[src/rtl/clk_period_cmp.sv]
module clk_period_cmp #(
  parameter int CNT_W = 16
) (
  input  logic clk,
  input  logic rst_n,
  input  logic p_clk_in,
  input  logic q_clk_in,
  output logic p_eq_q,
  output logic p_lt_q,
  output logic p_gt_q
);
  localparam logic [CNT_W-1:0] CNT_MAX = '1;
  localparam logic [CNT_W-1:0] CNT_ONE = {{(CNT_W-1){1'b0}}, 1'b1};

  logic [1:0] sync1, sync2, sync3, rise, armed, fresh;
  logic [CNT_W-1:0] cnt [2];
  logic [CNT_W-1:0] last [2];
  logic take;

  assign rise = sync2 & ~sync3;
  assign take = fresh[0] & fresh[1];

  always_ff @(posedge clk) begin
    if (!rst_n) begin
      sync1 <= '0;
      sync2 <= '0;
      sync3 <= '0;
      armed <= '0;
      fresh <= '0;
      for (int i = 0; i < 2; i++) begin
        cnt[i]  <= '0;
        last[i] <= '0;
      end
    end else begin
      sync1 <= {q_clk_in, p_clk_in};
      sync2 <= sync1;
      sync3 <= sync2;
      for (int i = 0; i < 2; i++) begin
        if (rise[i]) begin
          cnt[i]   <= CNT_ONE;
          armed[i] <= 1'b1;
          if (armed[i]) begin
            last[i]  <= cnt[i];
            fresh[i] <= 1'b1;
          end else if (take) begin
            fresh[i] <= 1'b0;
          end
        end else begin
          if (cnt[i] != CNT_MAX) cnt[i] <= cnt[i] + CNT_ONE;
          if (take) fresh[i] <= 1'b0;
        end
      end
    end
  end

  always_ff @(posedge clk) begin
    if (!rst_n) begin
      p_eq_q <= 1'b0;
      p_lt_q <= 1'b0;
      p_gt_q <= 1'b0;
    end else if (take) begin
      p_eq_q <= last[0] == last[1];
      p_lt_q <= last[0] <  last[1];
      p_gt_q <= last[0] >  last[1];
    end
  end
endmodule


[config.mk]
export PLATFORM = sky130hd
export DESIGN_NAME = clk_period_cmp
export DESIGN_NICKNAME = d
export VERILOG_FILES = /design/src/rtl/clk_period_cmp.sv
export SDC_FILE = /design/constraint.sdc
export NUM_CORES = 1
export LEC_CHECK = 0
export BUFFER_PORTS_ARGS = -buffer_cell sky130_fd_sc_hd__buf_4
export CORE_MARGIN = 5
export CORE_UTILIZATION = 40
export DETAILED_ROUTE_END_ITERATION = 6
export SLEW_MARGIN = 10
export SYNTH_ARGS = -nofsm -noshare
export SYNTH_HDL_FRONTEND = slang
export SYNTH_SLANG_ARGS = --single-unit
[constraint.sdc]
create_clock -name clk -period 4.3 [get_ports clk]
set_input_delay 1.29 -clock clk [delete_from_list [all_inputs] [get_ports clk]]
set_output_delay 1.29 -clock clk [all_outputs]
set_load 0.01 [all_outputs]
==> flow_summary.yaml, run 1 <==
status:
  outcome: "finished, final reports clean"
clock_network:
  cts_setup_buffers: 0
  cts_buffers: 9
  cts-root-buf: "clkbuf_8"
  cts_tree: "yes"
  clockBufferDepth: 2
  cts_sinks: 77
  cts_hold_buf: 0
  clkSlewWorstSetupHoldPaths_ns: 0.08
  cts_htree_levels: 3
  post_cts_resize_count: 0
  clkLatencyLatePin_ns: 0.35
logic_synthesis:
  synth_nets: 360
  synth_top_family_by_area: "simple AND/OR/NAND/NOR gates"
  synth-xor-area-share: 0.04793
  synth_fa_ha_area_frac: 0.05869
  synth-simple-area-share: 0.2204
  synth.ff_latch_count: 77
  synth_top_area_cell: "edfxtp_1"
  synth_top_area_frac: 0.5008
  postSynthAreaPerCell_sq_um: 11.35
  ys_seq_area_frac: 0.5686
  netlist_instances: 338
  syn_area_sq_um: 3837
  synth.area.top_cells: "edfxtp_1 (50%), and2_1 (7.0%), dfxtp_1 (6.8%), ha_1 (5.9%), xor2_1 (3.2%)"
  ys_warn_count: 0
  synth_cell_type_count: 45
  synth-compound-area-share: 0.06651
  synthMuxAreaShare: 0.005217
finish:
  final_common_cell: "edfxtp_1"
  mostFrequentLayoutCells: "edfxtp_1 (64), and2_1 (43), nor2_1 (30)"
  fillers: 880
  layout-drive-gt1-share: 0.09091
  fin_nets: 369
  diodes: 0
  area_growth_pct: 9.782
floorplan:
  start_util: 0.4133
  die_area_sq_um: 11650
  core.rowCount: 35
  num_io_pins: 7
  core-area_sq_um: 9284
  die-height_um: 107.9
  fp.dieW_um: 107.9
grt:
  grt_overflow: 0
  grt_pass1_vias: 2360
  antenna_found_initial: 0
  grt.total_usage: 0.1348
  grt_pass1_wl_mm: 11.97
  grt_max_degree: 33
pwr:
  pwr_density_cell_nw_per_um2: 348.7
  vdd_drop_max_mv: 0.2013
  p_leak_nw: 1.617
sta:
  fin_crit_ns: 2.537
  finalHoldViolations: 0
  finalMaxSlewViolations: 0
  skew_ns: 0.01057
  whs_ns: 0.4364
  slew_headroom: 0.3917
  worstMarginPinSlew_ns: 0.9106
  grt_setup_unrepaired: "no"
  final.setup.tns_ns: 0
  layout_setup_ws_ns: 1.763
  fin_crit_sh: 0.5901
  clock.fmax_mhz: 394.1
  finalSetupViolCount: 0
worst_setup_path:
  cp.arrival_ns: 2.50
  path_max_fanout: 16
  crit_path_end_kind: "flop"
  reg2reg_slack_ns: 1.93
  worst_ep_required_time_ns: 4.27
  start_kind: "input pin"
  critPathKind: "in2reg"
routing:
  vias: 2401
  routed_via_density: 4.992
  drcViolationCount: 0
  ant_nets: 0
  drt-total-wl_mm: 7.056
  drtIter0Drc: 122
  wl_per_cell_um: 14.67
  dr.pass1.iters: 4
placed_design:
  place_ws_ns: 1.410
  hpwl_mm: 5.028
  port_buffers: 6
  routabilityCongestion: 0.7764
flow_run:
  maxCapViolCount: 0
worst_hold_path:
  hp-class: "reg2reg"
[sequential cells by signal, summed over array words and instances (netlist names)]
register  flops
fresh         2
armed         2
sync2         2
sync3         2
last         32
cnt          32
p_gt_q        1
p_eq_q        1
p_lt_q        1
sync1         2
[final timing paths]
kind                       startpoint                      end  depth (start not counted)
setup / recovery                rst_n  cnt[1][8]$_SDFFCE_PN0P_                          3
hold / removal    sync1[1]$_SDFF_PN0_      sync2[1]$_SDFF_PN0_                          1
setup reg to reg  cnt[1][0]$_DFFE_PP_  cnt[1][8]$_SDFFCE_PN0P_                          4
hold reg to reg   sync1[1]$_SDFF_PN0_      sync2[1]$_SDFF_PN0_                          1
[critical path, cell delays in order]
cell and delay [ns]:
buf_4 0.17, nand2_1 0.13, or4_1 0.90
[per-layer routing]
layer | wire length [um] | vias to the layer above | track usage
met3 | 296 | 9 | 0.02866
li1 | - | 1221 | -
met4 | 93 | 0 | 0.05230
met1 | 3378 | 1127 | 0.1913
met5 | 0 | - | 0
met2 | 3288 | 44 | 0.2025
[synth_stat cells (all sizes together)]
cell type / n
nor2b: 3
nand2: 25
a21boi: 1
mux2i: 2
nor3: 1
and3: 3
a21oi: 16
nand2b: 5
a221oi: 1
a2111oi: 2
and2: 46
nand4: 13
or4: 2
xor2: 14
edfxtp: 64
or3: 8
xnor2: 7
ha: 18
nand3: 9
a32o: 1
and4: 5
buf: 4
o31ai: 4
o2111ai: 1
o21bai: 1
dfxtp: 13
clkbuf: 5
nor4: 2
o211a: 1
a211oi: 1
o21ai: 8
inv: 21
a41o: 1
nor2: 30
[layout make-up]
type | instances | area [sq um] | area share
Sequential cell | 77 | 2182 | 0.5180
Multi-Input combinational cell | 231 | 1530 | 0.3632
Timing Repair Buffer | 7 | 52.55 | 0.01247
Inverter | 21 | 78.83 | 0.01871
Clock buffer | 10 | 137.6 | 0.03267
Tap cell | 129 | 161.4 | 0.03831
Clock inverter | 6 | 70.07 | 0.01663
[through the flow]
step                      cell area [sq um]  total power, mW  std cells  utilization
after floorplan                        3837           0.9046        338            -
after global placement                 4005           0.9234        465       0.4314
after detailed placement               4005           0.9270        465       0.4314
after CTS                              4213            1.486        481       0.4538
after global routing                   4213            1.535        481       0.4538
final                                  4213            1.469        481       0.4538
[kinds of logic (layout without fill, tap and decap cells)]
family / after synthesis / in the layout
AO/OA/AOI/OAI: 38 / 38
XOR/XNOR: 21 / 21
buffers and inverters: 30 / 44
adder cells (fa/ha/maj): 18 / 18
AND/OR/NAND/NOR: 152 / 152
flip-flops: 77 / 77
multiplexers: 2 / 2
[power breakdown]
part           switching (mW)  internal [mW]
clock network           0.272          0.288
registers              0.0144          0.825
logic                  0.0431         0.0258
No activity file was read; power rests on OpenSTA's default activity.
==> run 2, diff against run 1 <==
==> constraint.sdc (replaced) <==
create_clock -name clk -period 2.5 [get_ports clk]
set_input_delay 0.75 -clock clk [delete_from_list [all_inputs] [get_ports clk]]
set_output_delay 0.75 -clock clk [all_outputs]
set_load 0.01 [all_outputs]
==> flow_summary.yaml, run 2 (synthesized netlist as in run 1, its figures left out) <==
worst_setup_path:
  worst_ep_required_time_ns: 2.60
  crit_slowest_cell: "o21bai_1"
  reg2regPathDepth: 6
  crit_chain: "ha_1, and3_1, nand4_1, o21bai_1, buf_4, nor2_1"
  path_max_fanout: 7
  slowest_delay_ns: 0.57
  reg2reg_slack_ns: 0.30
  cp.arrival_ns: 2.31
  crit_path_end_kind: "flop"
  timing.rr.end: "cnt[0][11]$_SDFFCE_PN0P_"
  critPathKind: "reg2reg"
  regToRegStartpoint: "cnt[0][0]$_SDFFCE_PN0P_"
  start_kind: "flop"
worst_hold_path:
  hp-class: "reg2reg"
  holdPathStages: 1
  min_to: "sync2[1]$_SDFF_PN0_"
  min-delay-start: "sync1[1]$_SDFF_PN0_"
sta:
  fin_crit_sh: 0.8807
  grt_setup_unrepaired: "no"
  slew_headroom: 0.5445
  fin_crit_ns: 2.202
  skew_ns: 0.01056
  finalSetupViolCount: 0
  finalMaxSlewViolations: 0
  finalHoldViolations: 0
  clock.fmax_mhz: 454.2
  worstMarginPinSlew_ns: 0.6832
  final.setup.tns_ns: 0
clock_network:
  cts_buffers: 9
  cts_setup_buffers: 0
  cts_hold_buf: 0
  cts_htree_levels: 3
  post_cts_resize_count: 0
  cts_sinks: 77
  clkSlewWorstSetupHoldPaths_ns: 0.08
  cts_tree: "yes"
  clkLatencyLatePin_ns: 0.35
  cts-root-buf: "clkbuf_8"
  clockBufferDepth: 2
routing:
  vias: 2352
  wl_per_cell_um: 14.06
  routed_via_density: 4.820
  drt-total-wl_mm: 6.861
  drcViolationCount: 0
  drtIter0Drc: 98
  dr.pass1.iters: 4
  ant_nets: 0
placed_design:
  placed_area_sq_um: 4058
  place_inst: 472
  hpwl_mm: 4.988
  port_buffers: 6
  routabilityCongestion: 0.7723
pwr:
  intPower_mw: 1.926
  p_leak_nw: 1.637
  vdd_drop_max_mv: 0.3194
  p_switching_uw: 563.4
  p_seq_frac: 0.579
  power_frac_comb: 0.050
  p_clk_frac: 0.372
  swShare: 0.2263
  pwr_density_cell_nw_per_um2: 586.0
finish:
  fillers: 898
  multi_input_area_sq_um: 1530
  fin_nets: 376
  diodes: 0
  final_common_cell: "edfxtp_1"
  final-seq-area_sq_um: 2182
  area_growth_pct: 10.73
  layout-drive-gt1-share: 0.1058
  mostFrequentLayoutCells: "edfxtp_1 (64), and2_1 (43), nor2_1 (30)"
  reg.largest.list: "cnt x32, last x32"
  finalInstanceArea_sq_um: 4249
  layout.cells.non_filler: 488
grt:
  grt_overflow: 0
  grt.total_usage: 0.1295
  grt_pass1_wl_mm: 11.47
  grt_pass1_vias: 2271
  grt_max_degree: 33
  antenna_found_initial: 0
floorplan:
  num_io_pins: 7
  die-height_um: 107.9
  fp.dieW_um: 107.9
  die_area_sq_um: 11650
  start_util: 0.4133
  core-area_sq_um: 9284
  core.rowCount: 35
status:
  outcome: "finished, final reports clean"
flow_run:
  maxCapViolCount: 0
## run 2: routing by layer
| metal | up-vias | track usage | wire length [um] |
|---|---|---|---|
| met5 | - | 0 | 0 |
| met4 | 0 | 0.03968 | 81 |
| met3 | 8 | 0.03940 | 237 |
| met2 | 33 | 0.1963 | 3101 |
| met1 | 1075 | 0.1787 | 3440 |
| li1 | 1236 | - | - |
## run 2: layout make-up
cell class,instances,area share
clock inverters,6,0.01502
repair buffers,14,0.02474
clock buffers,10,0.03004
inverters,21,0.01855
flip-flops and latches,77,0.5135
well taps,129,0.03799
multi-input cells,231,0.3601
## run 2: how the worst max path moves through the flow
stage,from,end,slack (ns),cells after the start
6_report,cnt[0][0]$_SDFFCE_PN0P_,cnt[0][11]$_SDFFCE_PN0P_,0.30,6
5_1_grt,cnt[0][0]$_SDFFCE_PN0P_,cnt[0][11]$_SDFFCE_PN0P_,0.11,6
4_1_cts,cnt[0][0]$_SDFFCE_PN0P_,cnt[0][11]$_SDFFCE_PN0P_,0.29,6
3_5_place_dp,cnt[0][0]$_SDFFCE_PN0P_,cnt[0][11]$_SDFFCE_PN0P_,0.32,6
3_3_place_gp,cnt[0][0]$_SDFFCE_PN0P_,cnt[0][13]$_SDFFCE_PN0P_,0.37,6
2_1_floorplan,cnt[1][0]$_DFFE_PP_,cnt[1][0]$_DFFE_PP_,0.48,4
## run 2: worst max-delay path: cells and delay by family, from the launching register on
family                     cells  cell delay [ns]
AOI/OAI and AO/OA              1             0.57
adders and majority gates      1             0.22
buffers and inverters          1             0.24
DFF                            1             0.41
and+or+nand+nor                3             0.51
## run 2: power by group through the flow
stage	Sequential, mW	Clock [mW]	Combinational, mW
after floorplan	1.46	0	0.0917
after global placement	1.47	0	0.121
after detailed placement	1.47	0	0.125
after CTS	1.44	0.941	0.126
after global routing	1.45	1.01	0.144
final	1.44	0.925	0.123
## run 2: through the flow
step / worst slack (ns) / total power, mW / util / hold slack [ns]
after detailed placement: 0.3151 / 1.595 / 0.4371 / 0.4208
final: 0.2982 / 2.490 / 0.4577 / 0.4442
after global placement: 0.3744 / 1.591 / 0.4371 / 0.4197
after CTS: 0.2895 / 2.509 / 0.4577 / 0.4440
after global routing: 0.1142 / 2.601 / 0.4577 / 0.4532
after floorplan: 0.4790 / 1.556 / - / 0.4119
